===== config.mk =====
export PLATFORM = sky130hd
export DESIGN_NAME = acc_alu
export DESIGN_NICKNAME = d
export VERILOG_FILES = /design/src/rtl/acc_alu_pkg.sv /design/src/rtl/acc_alu_decode.sv /design/src/rtl/acc_alu_addsub.sv /design/src/rtl/acc_alu_decadj.sv /design/src/rtl/acc_alu_exec.sv /design/src/rtl/acc_alu.sv
export SDC_FILE = /design/constraint.sdc
export NUM_CORES = 1
export LEC_CHECK = 0
export CAP_MARGIN = 25
export CORE_AREA = 2 2 108 110
export DETAILED_ROUTE_END_ITERATION = 7
export DIE_AREA = 0 0 110 112
export HOLD_SLACK_MARGIN = 0.15
export SETUP_SLACK_MARGIN = 0.05
export SLEW_MARGIN = 20
export SYNTH_ARGS = -nofsm -noshare
export SYNTH_HDL_FRONTEND = slang
export SYNTH_SLANG_ARGS = --single-unit

===== constraint.sdc =====
create_clock -name clk_i -period 4 [get_ports clk_i]
set_input_delay 0.4 -clock clk_i [delete_from_list [all_inputs] [get_ports clk_i]]
set_output_delay 0.4 -clock clk_i [all_outputs]
set_load 0.02 [all_outputs]

===== src/rtl/acc_alu_pkg.sv =====
package acc_alu_pkg;
  localparam int DW = 8;
  localparam int NW = DW / 2;

  localparam int FL_S   = 7;
  localparam int FL_Z   = 6;
  localparam int FL_AC  = 4;
  localparam int FL_P   = 2;
  localparam int FL_ONE = 1;
  localparam int FL_C   = 0;
  localparam logic [DW-1:0] FL_RESET = 8'h02;

  typedef enum logic [2:0] {
    K_NONE, K_ALU, K_ROT, K_DAA, K_CMA, K_STC, K_CMC
  } kind_e;

  typedef struct packed {
    kind_e      kind;
    logic [2:0] sel;
  } ctrl_t;

  function automatic logic [DW-1:0] mk_flags(input logic [DW-1:0] r,
                                             input logic ac, input logic cy);
    logic [DW-1:0] f;
    f         = '0;
    f[FL_S]   = r[DW-1];
    f[FL_Z]   = (r == '0);
    f[FL_AC]  = ac;
    f[FL_P]   = ~^r;
    f[FL_ONE] = 1'b1;
    f[FL_C]   = cy;
    return f;
  endfunction
endpackage


===== src/rtl/acc_alu_decode.sv =====
module acc_alu_decode
  import acc_alu_pkg::*;
(
  input  logic [DW-1:0] opcode_i,
  output ctrl_t         ctrl_o
);
  always_comb begin
    ctrl_o = '{kind: K_NONE, sel: 3'd0};
    if (opcode_i[7:6] == 2'b10) begin
      ctrl_o = '{kind: K_ALU, sel: opcode_i[5:3]};
    end else if (opcode_i[7:6] == 2'b11 && opcode_i[2:0] == 3'b110) begin
      ctrl_o = '{kind: K_ALU, sel: opcode_i[5:3]};
    end else if (opcode_i[7:6] == 2'b00 && opcode_i[2:0] == 3'b111) begin
      unique case (opcode_i[5:3])
        3'd4:    ctrl_o = '{kind: K_DAA, sel: 3'd0};
        3'd5:    ctrl_o = '{kind: K_CMA, sel: 3'd0};
        3'd6:    ctrl_o = '{kind: K_STC, sel: 3'd0};
        3'd7:    ctrl_o = '{kind: K_CMC, sel: 3'd0};
        default: ctrl_o = '{kind: K_ROT, sel: {1'b0, opcode_i[4:3]}};
      endcase
    end
  end
endmodule


===== src/rtl/acc_alu_addsub.sv =====
module acc_alu_addsub
  import acc_alu_pkg::*;
(
  input  logic [DW-1:0] a_i,
  input  logic [DW-1:0] b_i,
  input  logic          cy_i,   // carry (add) or borrow (sub) in
  input  logic          sub_i,
  output logic [DW-1:0] res_o,
  output logic          cy_o,   // carry (add) or borrow (sub) out
  output logic          ac_o
);
  logic [DW-1:0] b_eff;
  logic          cin;
  logic [DW:0]   full;
  logic [NW:0]   low;

  always_comb begin
    b_eff = sub_i ? ~b_i : b_i;
    cin   = sub_i ? ~cy_i : cy_i;
    full  = {1'b0, a_i} + {1'b0, b_eff} + {{DW{1'b0}}, cin};
    low   = {1'b0, a_i[NW-1:0]} + {1'b0, b_eff[NW-1:0]} + {{NW{1'b0}}, cin};
    res_o = full[DW-1:0];
    cy_o  = sub_i ? ~full[DW] : full[DW];
    ac_o  = low[NW];
  end
endmodule


===== src/rtl/acc_alu_decadj.sv =====
module acc_alu_decadj
  import acc_alu_pkg::*;
(
  input  logic [DW-1:0] a_i,
  input  logic          cy_i,
  input  logic          ac_i,
  output logic [DW-1:0] res_o,
  output logic          cy_o,
  output logic          ac_o
);
  localparam logic [NW-1:0] NIB_MAX = NW'(9);
  localparam logic [NW:0]   LO_FIX  = (NW+1)'(6);
  localparam logic [DW:0]   HI_FIX  = (DW+1)'(8'h60);

  logic          lo_need, hi_need;
  logic [NW:0]   lo_nib;
  logic [DW:0]   lo_sum, hi_sum;

  always_comb begin
    lo_need = (a_i[NW-1:0] > NIB_MAX) || ac_i;
    lo_nib  = {1'b0, a_i[NW-1:0]} + (lo_need ? LO_FIX : '0);
    lo_sum  = {1'b0, a_i} + (lo_need ? (DW+1)'(6) : '0);
    hi_need = (lo_sum[DW-1:NW] > NIB_MAX) || cy_i || lo_sum[DW];
    hi_sum  = {1'b0, lo_sum[DW-1:0]} + (hi_need ? HI_FIX : '0);
    res_o   = hi_sum[DW-1:0];
    cy_o    = cy_i | lo_sum[DW] | hi_sum[DW];
    ac_o    = lo_nib[NW];
  end
endmodule


===== src/rtl/acc_alu_exec.sv =====
module acc_alu_exec
  import acc_alu_pkg::*;
(
  input  ctrl_t         ctrl_i,
  input  logic [DW-1:0] a_i,
  input  logic [DW-1:0] b_i,
  input  logic [DW-1:0] f_i,
  output logic [DW-1:0] res_o,
  output logic [DW-1:0] flags_o,
  output logic          acc_wr_o,
  output logic          flag_wr_o
);
  logic          is_sub, cy_in;
  logic [DW-1:0] as_res, dj_res, lg_res;
  logic          as_cy, as_ac, dj_cy, dj_ac;

  // sel 2,3 subtract; 7 compare subtracts without borrow-in
  assign is_sub = (ctrl_i.sel[2:1] == 2'b01) || (ctrl_i.sel == 3'd7);
  assign cy_in  = !ctrl_i.sel[2] && ctrl_i.sel[0] && f_i[FL_C];

  acc_alu_addsub u_addsub (
    .a_i(a_i), .b_i(b_i), .cy_i(cy_in), .sub_i(is_sub),
    .res_o(as_res), .cy_o(as_cy), .ac_o(as_ac)
  );

  acc_alu_decadj u_decadj (
    .a_i(a_i), .cy_i(f_i[FL_C]), .ac_i(f_i[FL_AC]),
    .res_o(dj_res), .cy_o(dj_cy), .ac_o(dj_ac)
  );

  always_comb begin
    unique case (ctrl_i.sel[1:0])
      2'd0:    lg_res = a_i & b_i;
      2'd1:    lg_res = a_i ^ b_i;
      default: lg_res = a_i | b_i;
    endcase
  end

  always_comb begin
    res_o     = a_i;
    flags_o   = f_i;
    acc_wr_o  = 1'b0;
    flag_wr_o = 1'b0;
    unique case (ctrl_i.kind)
      K_ALU: begin
        flag_wr_o = 1'b1;
        if (ctrl_i.sel[2] && ctrl_i.sel != 3'd7) begin
          res_o    = lg_res;
          flags_o  = mk_flags(lg_res, 1'b0, 1'b0);
          acc_wr_o = 1'b1;
        end else begin
          flags_o = mk_flags(as_res, as_ac, as_cy);
          if (ctrl_i.sel != 3'd7) begin
            res_o    = as_res;
            acc_wr_o = 1'b1;
          end
        end
      end
      K_ROT: begin
        acc_wr_o  = 1'b1;
        flag_wr_o = 1'b1;
        unique case (ctrl_i.sel[1:0])
          2'd0: begin res_o = {a_i[DW-2:0], a_i[DW-1]};  flags_o[FL_C] = a_i[DW-1]; end
          2'd1: begin res_o = {a_i[0], a_i[DW-1:1]};     flags_o[FL_C] = a_i[0];    end
          2'd2: begin res_o = {a_i[DW-2:0], f_i[FL_C]};  flags_o[FL_C] = a_i[DW-1]; end
          default: begin res_o = {f_i[FL_C], a_i[DW-1:1]}; flags_o[FL_C] = a_i[0]; end
        endcase
      end
      K_DAA: begin
        res_o     = dj_res;
        flags_o   = mk_flags(dj_res, dj_ac, dj_cy);
        acc_wr_o  = 1'b1;
        flag_wr_o = 1'b1;
      end
      K_CMA: begin
        res_o    = ~a_i;
        acc_wr_o = 1'b1;
      end
      K_STC: begin
        flags_o[FL_C] = 1'b1;
        flag_wr_o     = 1'b1;
      end
      K_CMC: begin
        flags_o[FL_C] = ~f_i[FL_C];
        flag_wr_o     = 1'b1;
      end
      default: ;
    endcase
  end
endmodule


===== src/rtl/acc_alu.sv =====
module acc_alu
  import acc_alu_pkg::*;
(
  input  logic          clk_i,
  input  logic          rst_ni,
  input  logic          valid_i,
  input  logic [DW-1:0] opcode_i,
  input  logic [DW-1:0] operand_i,
  output logic          acc_we_o,
  output logic [DW-1:0] acc_o,
  output logic [DW-1:0] flags_o
);
  ctrl_t         ctrl;
  logic [DW-1:0] acc_q, flags_q, res, flags_nx;
  logic          acc_wr, flag_wr;

  acc_alu_decode u_decode (.opcode_i(opcode_i), .ctrl_o(ctrl));

  acc_alu_exec u_exec (
    .ctrl_i(ctrl), .a_i(acc_q), .b_i(operand_i), .f_i(flags_q),
    .res_o(res), .flags_o(flags_nx), .acc_wr_o(acc_wr), .flag_wr_o(flag_wr)
  );

  always_ff @(posedge clk_i or negedge rst_ni) begin
    if (!rst_ni) begin
      acc_q   <= '0;
      flags_q <= FL_RESET;
    end else if (valid_i) begin
      if (acc_wr)  acc_q   <= res;
      if (flag_wr) flags_q <= flags_nx;
    end
  end

  assign acc_we_o = valid_i & acc_wr;
  assign acc_o    = acc_q;
  assign flags_o  = flags_q;

  // opcode classes seen at the port, for the checks below
  logic op_alu_grp, op_logic, op_cmp, op_rot;
  assign op_alu_grp = (opcode_i[7:6] == 2'b10) ||
                      (opcode_i[7:6] == 2'b11 && opcode_i[2:0] == 3'b110);
  assign op_logic   = op_alu_grp && opcode_i[5] && opcode_i[5:3] != 3'b111;
  assign op_cmp     = op_alu_grp && opcode_i[5:3] == 3'b111;
  assign op_rot     = opcode_i[7:5] == 3'b000 && opcode_i[2:0] == 3'b111;

  AST_IDLE_HOLD: assert property (@(posedge clk_i) disable iff (!rst_ni)
    !valid_i |=> $stable(acc_q) && $stable(flags_q));
  AST_FLAG_FIXED: assert property (@(posedge clk_i) disable iff (!rst_ni)
    !flags_q[5] && !flags_q[3] && flags_q[FL_ONE]);
  AST_LOGIC_CLR: assert property (@(posedge clk_i) disable iff (!rst_ni)
    valid_i && op_logic |=> !flags_q[FL_C] && !flags_q[FL_AC]);
  AST_CMP_KEEP: assert property (@(posedge clk_i) disable iff (!rst_ni)
    valid_i && op_cmp |=> $stable(acc_q));
  AST_ROT_FLAGS: assert property (@(posedge clk_i) disable iff (!rst_ni)
    valid_i && op_rot |=> $stable(flags_q[DW-1:1]));
  AST_CMA_INV: assert property (@(posedge clk_i) disable iff (!rst_ni)
    valid_i && opcode_i == 8'h2F |=> acc_q == ~$past(acc_q) && $stable(flags_q));
endmodule


; ---- Word-level counts from Yosys, hierarchy flattened
; Index checks and enable logic that the tools add are counted.
[classes]
add_sub_neg = 7
muxes = 23
n_bitwise = 11
reduce_logical = 27
n_lt_le_gt_ge = 2
eq_ne = 20
[ops]
columns = cell, n
row1 = $mux W8, 4
row2 = $pmux W8 S4, 1
row3 = $eq A3 B3 Y1 const B, 10
row4 = $logic_not A8 Y1, 3
row5 = $pmux W6 S4, 1
row6 = $pmux W8 S3, 1
row7 = $reduce_xnor A8 Y1, 3
row8 = $mux W6, 3
row9 = $not A8 Y8, 2
row10 = $pmux W8 S2, 1
row11 = $pmux W7 S2, 1
row12 = $add A8 B3 Y9, 1
row13 = $add A8 B7 Y9, 1
row14 = $add A8 B8 Y9, 1
row15 = $add A9 B1 Y9, 1
row16 = $and A8 B8 Y8, 1
row17 = $gt A4 B4 Y1 const B, 2
row18 = $or A8 B8 Y8, 1
row19 = $xor A8 B8 Y8, 1
row20 = $mux W7, 1
row21 = $eq A2 B2 Y1 const B, 3
row22 = $eq A3 B2 Y1 const B, 2
row23 = $mux W1, 6
row24 = $mux W3, 2
row25 = 24 further kinds, 37
[word_totals]
register_bits = 16
wordCells = 93
out_inout_bits = 17

; ---- Depth between registers and ports, before layout
; Gate-level depths: netlist of the first run.
[logic_depth]
depth_word = 15
depth_mapped = 19
depth_no_buf = 18

; ---- By module
; Synthesis of the first run repeated with hierarchy kept, for this count alone.
[hier_totals]
cells_unflattened = 406
hier_area_um2 = 3203.1
[by_module_without_submodules]
columns = module, seq_area_each_um2, area_per_inst_um2, n_inst, cells_each
row1 = acc_alu_exec, 0.0, 1732.9, 1, 257
row2 = acc_alu, 401.6, 598.1, 1, 35
row3 = acc_alu_addsub, 0.0, 439.2, 1, 54
row4 = acc_alu_decadj, 0.0, 319.1, 1, 45
row5 = acc_alu_decode, 0.0, 113.9, 1, 15

; ---- Least setup slack after synthesis of the first run
; No wires, ideal clock.
[synth_path]
path_kind = register to register
start = register acc_q[3] (netlist: acc_o[3])
end = register acc_q[7] (netlist: acc_o[7])
required_time_ns = 3.864
stages_incl_launch_ff = 19
setup_slack_ns = -0.240
n_path_buf = 1
t_arrival_ns = 4.104
period_less_slack_ns = 4.240
setup_ns = 0.136
path_cell_list = dfrtp_1 -> clkbuf_8 -> o21ai_0 -> nand2b_1 -> ha_1 -> inv_1 -> fa_1 -> or3_4 -> or3_1 -> nor3_1 -> or3_4 -> ha_1 -> inv_1 -> fa_1 -> or4_1 -> o21a_1 -> o221a_2 -> o22ai_1 -> a31oi_1
[synth_between]
elab_chain_cells = 10
elab_cells_between_ends = 14
classes_between = add/sub: 4 / order compare: 2 / mux: 5 / reduce/logical: 3
[synth_lines]
columns = item, line
row1 = start: declaration, acc_alu.sv:14  ; logic [DW-1:0] acc_q, flags_q, res, flags_nx;
row2 = start signal: assignment, acc_alu.sv:29  ; if (acc_wr) acc_q <= res;
row3 = $gt A4 B4 Y1, acc_alu_decadj.sv:20  ; lo_need = (a_i[NW-1:0] > NIB_MAX) || ac_i;
row4 = $logic_or A1 B1 Y1, acc_alu_decadj.sv:20
row5 = $mux W3, acc_alu_decadj.sv:22  ; lo_sum = {1'b0, a_i} + (lo_need ? (DW+1)'(6) : '0);
row6 = $add A8 B3 Y9, acc_alu_decadj.sv:22
row7 = $gt A4 B4 Y1, acc_alu_decadj.sv:23  ; hi_need = (lo_sum[DW-1:NW] > NIB_MAX) || cy_i || lo_sum[DW];
row8 = $logic_or A1 B1 Y1 (2 in a row), acc_alu_decadj.sv:23
row9 = $mux W7, acc_alu_decadj.sv:24  ; hi_sum = {1'b0, lo_sum[DW-1:0]} + (hi_need ? HI_FIX : '0);
row10 = $add A8 B7 Y9, acc_alu_decadj.sv:24
row11 = $pmux W8 S4 *, acc_alu_exec.sv:44  ; unique case (ctrl_i.kind)
; Mark *: on every way between the ends. The rest lies on a longest branch, timed or not. The select of a mux whose other input is x is not followed.
; A chain may end at the register's enable or synchronous reset.

; ---- Worst setup path in the final report of the first run
[layout_path]
start = register acc_q[2] (netlist: acc_o[2])
end = register flags_q[2] (netlist: flags_o[2])
[layout_between]
elab_chain_cells = 11
elab_cells_between_ends = 20
classes_between = add/sub: 4 / order compare: 2 / mux: 5 / bitwise: 3 / reduce/logical: 6
[layout_lines]
columns = item, line
row1 = $gt A4 B4 Y1, acc_alu_decadj.sv:20
row2 = $logic_or A1 B1 Y1, acc_alu_decadj.sv:20
row3 = $mux W3, acc_alu_decadj.sv:22
row4 = $add A8 B3 Y9, acc_alu_decadj.sv:22
row5 = $gt A4 B4 Y1, acc_alu_decadj.sv:23
row6 = $logic_or A1 B1 Y1 (2 in a row), acc_alu_decadj.sv:23
row7 = $mux W7, acc_alu_decadj.sv:24
row8 = $add A8 B7 Y9, acc_alu_decadj.sv:24
row9 = $reduce_xnor A8 Y1, acc_alu_pkg.sv:29  ; f[FL_P] = ~^r;
row10 = $pmux W7 S2 *, acc_alu_exec.sv:44
row11 = end signal: assignment, acc_alu.sv:30  ; if (flag_wr) flags_q <= flags_nx;
row12 = end: declaration, acc_alu.sv:14
; Mark *: on every way between the ends. The rest lies on a longest branch, timed or not.

==> flow_summary.ini, run 1 <==
[outcome]
outcome = completed

[yosys]
synth_edf_count = 0
synth-seq-cells = 13
avgSynthCellArea_sq_um = 7.81
synth_top_area_share_pct = 17.3
ys_warn_count = 0
synth_fa_ha_area_share_pct = 20.3
synth_area_leader_cell = ha_1
yosysMostFrequentCell = ha_1
synth_cell_types = 65
synth-simple-area-share_pct = 16.8
synth-async-reset-ratio_pct = 100
synth_flop_cell = dfrtp_1
synth.area.mux_share_pct = 2.60
ys_top_cells_by_count = ha_1 (38), inv_1 (31), o21ai_0 (23), xnor2_1 (23), nor2_1 (21)
yosysSeqAreaShare_pct = 11.9
synth_compound_area_share_pct = 28.3
synthXorXnorAreaFrac_pct = 9.90
synth_top_family_by_area = compound AO/OA/AOI/OAI gates
synth_area_sq_um = 2740
synth_cells = 351
synth.area.top_cells = ha_1 (17%), dfrtp_1 (12%), xnor2_1 (7.3%), inv_1 (4.2%), o21ai_0 (4.2%)

[placed_design]
post-place-ws_ns = -0.209
place_area_sq_um = 3330
gp_congestion = 0.890
dp_hpwl_mm = 6.97
io_buffers = 32

[die]
start_util_pct = 24.5
die_x_um = 110
die_area_sq_um = 12300
rows = 39
core_area_sq_um = 11200
io_pins = 36
die_h_um = 112

[power]
switching_share_pct = 47.9
p_int_w = 0.00180
p_leak_nw = 1.55
power.density_nw_per_um2 = 962
clkPwrFrac_pct = 5.7
p_switching_w = 0.00166
pwr-share-seq_pct = 7.5
comb_power_share_pct = 86.7
ir_drop_uv = 482

[flow_run]
cap_violations = 0

[setup_path]
end_kind = register
start_kind = register
timing.critical_path.from = acc_o[2]$_DFFE_PN0P_
cp_data_required_time_ns = 4.14
reg2reg_from = acc_o[2]$_DFFE_PN0P_
cp_max_fo = 3
cp_data_arrival_time_ns = 4.14
crit_type = register to register

[detailed_routing]
routed_wl_mm = 8.98
via_count = 2805
wire_per_inst_um = 16.5
antenna_left = 0
drt_first_pass_iters = 6
drtIter0Drc = 175
drc = 0
via_per_inst = 5.16

[global_route]
grt_util_all_layers_pct = 14.9
grt_overflow = 0
grt_antenna_before_repair = 0
grt_max_degree = 38
grt_pass1_wl_mm = 14.4
grt_pass1_vias = 2816

[sta]
max_slew_margin_pct = 56.8
fmax_mhz = 251
report.final.setup_viol = 0
fin_skew_ns = 0.00365
setup-tns-final_ns = 0
period_minus_slack_ns = 3.99
worstMarginPinSlew_ns = 0.646
slew_violations = 0
fin_crit_sh_pct = 99.8
finalHoldViolCount = 0
rsz0062_at_grt = yes
fin_ws_ns = 0.00910

[hold_path]
hp-class = register to register
min_from = flags_o[7]$_DFFE_PN0P_

[clock_network]
cts_sinks = 13
clockBufferDepth = 2
worst_skew_pair.late_latency_ns = 0.25
clk_pin_slew_ns = 0.05
htree_levels = 1
cts_tree = done
root_buffer = clkbuf_16
cts-hold-fix-buffers = 0
cts_buffers = 3

[cells_and_area]
finalInstanceArea_sq_um = 3600
fin_nets = 463
n_antenna_cell = 0
drive_gt1_share_pct = 20.0
area_delta_synth_final_pct = 31.2
==> critical path: stages (launching register included) <==
cell      delay (ns)
dfrtp_2         0.36
o21ai_2         0.08
nand2b_4        0.09
ha_4            0.14
inv_2           0.04
fa_2            0.34
or3_4           0.41
or3_4           0.33
and3_4          0.18
or3_4           0.41
ha_4            0.17
inv_2           0.05
fa_2            0.47
xor2_2          0.20
xnor2_1         0.19
xnor2_1         0.14
a311oi_1        0.29
==> layer usage <==
layer  global-route usage [%]  share of wire, %  vias up  wire length [um]
met5                        0                 0        -                 0
met4                     4.81               3.2        0               286
met3                     1.93               5.1       18               459
met2                     25.5                49       85              4430
met1                     19.1                42     1339              3800
li1                         -                 -     1363                 -
==> area by class of cell <==
cell class / count / area (sq um)
Fill cell: 1146 / 7580
Multi-Input combinational cell: 279 / 2250
Timing Repair Buffer: 72 / 632
Sequential cell: 13 / 328
Tap cell: 143 / 179
Inverter: 33 / 124
Clock buffer: 3 / 75.1
Clock inverter: 1 / 5.00
==> power by group through the flow <==
stage | Sequential (W) | Clock (W) | Combinational [W]
after global routing | 0.000271 | 0.000208 | 0.00325
after detailed placement | 0.000263 | 0 | 0.00262
after floorplan | 0.000338 | 0 | 0.00177
after CTS | 0.000259 | 0.000201 | 0.00275
final | 0.000260 | 0.000199 | 0.00300
after global placement | 0.000266 | 0 | 0.00256
==> path summary, 6_finish.rpt <==
path	to	slack, ns	cells after the start
max in group asynchronous	acc_o[3]$_DFFE_PN0P_	2.99	1
hold / removal	flags_o[7]$_DFFE_PN0P_	0.52	2
min in group asynchronous	acc_o[7]$_DFFE_PN0P_	0.55	1
hold reg to reg	flags_o[7]$_DFFE_PN0P_	0.52	2
setup reg to reg	flags_o[2]$_DFFE_PN0P_	0.009	16
setup / recovery	flags_o[2]$_DFFE_PN0P_	0.009	16
==> repair_timing <==
action                     CTS  global route
pin swaps                    7            14
setup endpoints to repair    2             4
resized for setup            1            21
buffers inserted             5             7
hold endpoints to repair     0             0
==> metrics by stage <==
step | hold slack (ns) | total power [W] | instances | util (%)
finish | 0.519 | 0.00346 | 544 | 32.2
detailed placement | 0.518 | 0.00288 | 528 | 29.8
floorplan | 0.104 | 0.00211 | 352 | -
global route | 0.572 | 0.00373 | 544 | 32.2
global placement | 0.513 | 0.00283 | 528 | 29.8
CTS | 0.529 | 0.00321 | 537 | 30.9
==> cell families after synthesis <==
| family | count (synthesis) |
|---|---|
| AOI/OAI and AO/OA | 110 |
| and+or+nand+nor | 86 |
| buffers and inverters | 60 |
| adders and majority gates | 42 |
| xor gates and xnor gates | 31 |
| DFF | 13 |
| muxes | 7 |
| other | 2 |
==> state kept, by name (all words and copies together), names as in the netlist <==
register and count:
acc_o 8, flags_o 5
==> cell usage in the layout (no fill, tap or decap), drive strengths merged, types with 4 or more instances in the layout <==
cell type      instances
o21ai                 24
mux2i                  6
nor2b                  7
o221ai                 8
inv                   33
clkdlybuf4s50         32
o22ai                  7
or3                    5
nor2                  22
nand3                  6
buf                   40
ha                    38
nor3                   4
fa                     4
nand4                  4
nand2                 18
a21oi                 15
a21o                   4
a31oi                  8
xnor2                 23
o211ai                 4
dfrtp                 13
o21a                   5
nand2b                 9
xor2                   8
Note: power is estimated with default switching activity, not from simulation.
==> run 2, diff against run 1 <==
Settings changed: CORE_AREA 2 2 108 110 to 2 2 84 86, DIE_AREA 0 0 110 112 to 0 0 86 88, PLACE_DENSITY from default to 0.65.
==> run 2 against run 1 <==
Clock-buffer cell count is 1 higher. Largest power group unchanged. Cell area is 5.5% lower. Critical path type unchanged. Power is 0.98% lower. Highest routed layer unchanged. Critical path depth stayed put. Clock skew is 0.0027 ns lower. Hold slack worse by 0.013 ns.
==> flow_summary.ini, run 2 (synthesis gave the netlist of run 1 again) <==
[flow_run]
cap_violations = 0

[setup_path]
cp_data_required_time_ns = 4.15
start_kind = register
reg2reg_depth = 16
cp_data_arrival_time_ns = 4.13
cp_max_fo = 3
timing.critical_path.from = acc_o[1]$_DFFE_PN0P_
end_kind = register
ff2ff_setup_slack_ns = 0.02
worstSetupEndpoint = flags_o[2]$_DFFE_PN0P_
regToRegEndpoint = flags_o[2]$_DFFE_PN0P_
reg2reg_from = acc_o[1]$_DFFE_PN0P_
crit_type = register to register

[clock_network]
root_buffer = clkbuf_8
clockBufferDepth = 2
cts_tree = done
htree_levels = 1
cts_buffers = 3
cts_sinks = 13
clk_pin_slew_ns = 0.06
worst_skew_pair.late_latency_ns = 0.25

[global_route]
grt_max_degree = 38
grt_pass1_vias = 2705
grt_overflow = 0
grt_antenna_before_repair = 0
grt_util_all_layers_pct = 22.4
grt_pass1_wl_mm = 13.4

[power]
clkPwrFrac_pct = 3.7
p_leak_nw = 1.49
ir_drop_uv = 450
comb_power_share_pct = 88.2
switching_share_pct = 49.1
power.density_nw_per_um2 = 1010
power_w = 0.00343
p_switching_w = 0.00168
p_int_w = 0.00174
pwr-share-seq_pct = 8.1

[cells_and_area]
final_common_cell = ha_1
n_antenna_cell = 0
utilization_pct = 51.2
largest_register_ffs = 8
final_cell_mix = ha_1 (36), clkdlybuf4s50_1 (32), inv_1 (29), buf_4 (29)
drive_gt1_share_pct = 17.6
area_delta_synth_final_pct = 24.0
fin_nets = 454
finalInstanceArea_sq_um = 3400

[sta]
rsz0062_at_grt = yes
period_minus_slack_ns = 3.98
fin_skew_ns = 0.000905
max_slew_margin_pct = 55.2
fmax_mhz = 252
worstMarginPinSlew_ns = 0.670
finalHoldViolCount = 0
fin_crit_sh_pct = 99.4
slew_violations = 0
report.final.setup_viol = 0

[detailed_routing]
drtIter0Drc = 254
drt_first_pass_iters = 5
via_count = 2848
antenna_left = 0
via_per_inst = 6.03
drc = 0
routed_wl_mm = 8.46
wire_per_inst_um = 17.9

[hold_path]
hp-class = register to register

[placed_design]
dp_hpwl_mm = 6.40
io_buffers = 32
gp_congestion = 0.898
place_area_sq_um = 3230

[outcome]
outcome = completed

[die]
io_pins = 36
start_util_pct = 41.3
die_h_um = 88
die_area_sq_um = 7570
core_area_sq_um = 6640
rows = 30
die_x_um = 86
run 2: cell types whose count changed in the layout (fill, tap and decap cells not counted), sizes merged:
cell    before  now
clkinv       1    0
clkbuf       3    4
buf         40   31
run 2: area by class of cell:
type	instances	area (sq um)
fillers	648	3240
multi-input cells	279	2240
repair buffers	63	561
flip-flops and latches	13	328
inverters	33	124
well taps	80	100
clock buffers	4	45.0
run 2: worst min path at each step:
stage / cells past startpoint / start / slack (ns) / end
4_1_cts: 2 / flags_o[7]$_DFFE_PN0P_ / 0.51 / flags_o[7]$_DFFE_PN0P_
3_5_place_dp: 2 / flags_o[7]$_DFFE_PN0P_ / 0.49 / flags_o[7]$_DFFE_PN0P_
2_1_floorplan: 0 / rst_ni / 0.10 / acc_o[0]$_DFFE_PN0P_
3_3_place_gp: 2 / flags_o[7]$_DFFE_PN0P_ / 0.48 / flags_o[7]$_DFFE_PN0P_
5_1_grt: 2 / flags_o[7]$_DFFE_PN0P_ / 0.53 / flags_o[7]$_DFFE_PN0P_
6_report: 2 / flags_o[7]$_DFFE_PN0P_ / 0.51 / flags_o[7]$_DFFE_PN0P_
run 2: metal layers:
metal / vias to the layer above / part of all wire, % / GRT usage [%]
li1: 1348 / - / -
met1: 1351 / 43 / 28.3
met2: 124 / 48 / 39.9
met4: 0 / 3.5 / 7.22
met5: - / 0 / 0
met3: 25 / 5.5 / 2.36
run 2: stage by stage:
| stage | TNS [ns] | cells | hold WS [ns] | setup slack, ns |
|---|---|---|---|---|
| after floorplan | 0 | 352 | 0.104 | 0.00580 |
| after global placement | -0.00453 | 462 | 0.481 | -0.00453 |
| after detailed placement | -0.123 | 462 | 0.494 | -0.123 |
| after CTS | 0 | 470 | 0.508 | 0.0135 |
| after global routing | -0.0941 | 472 | 0.532 | -0.0792 |
| final | 0 | 472 | 0.506 | 0.0245 |
run 2: worst max-delay path, stage by stage (launching register included):
cell and delay, ns:
dfrtp_1 0.37, o21ai_1 0.07, nand2b_1 0.09, ha_2 0.19
inv_2 0.04, fa_2 0.35, or3_4 0.39, or3_4 0.35
and3_4 0.18, or3_4 0.39, ha_4 0.18, inv_2 0.05
fa_2 0.47, xor2_2 0.19, xnor2_2 0.17, xnor2_2 0.17
a311oi_1 0.24
run 2: repair_timing:
action / 4_1_cts / 5_1_grt
pin swaps: 5 / 5
setup buffers: 4 / 2
hold buffers: 0 / 0
resized for setup: 0 / 18
setup endpoints to repair: 1 / 3
run 2: power by group through the flow:
| stage | clock (W) | sequential [W] | combinational, W |
|---|---|---|---|
| finish | 0.000126 | 0.000278 | 0.00302 |
| global route | 0.000133 | 0.000283 | 0.00327 |
| detailed placement | 0 | 0.000279 | 0.00254 |
| global placement | 0 | 0.000279 | 0.00247 |
| CTS | 0.000130 | 0.000275 | 0.00262 |
| floorplan | 0 | 0.000338 | 0.00177 |
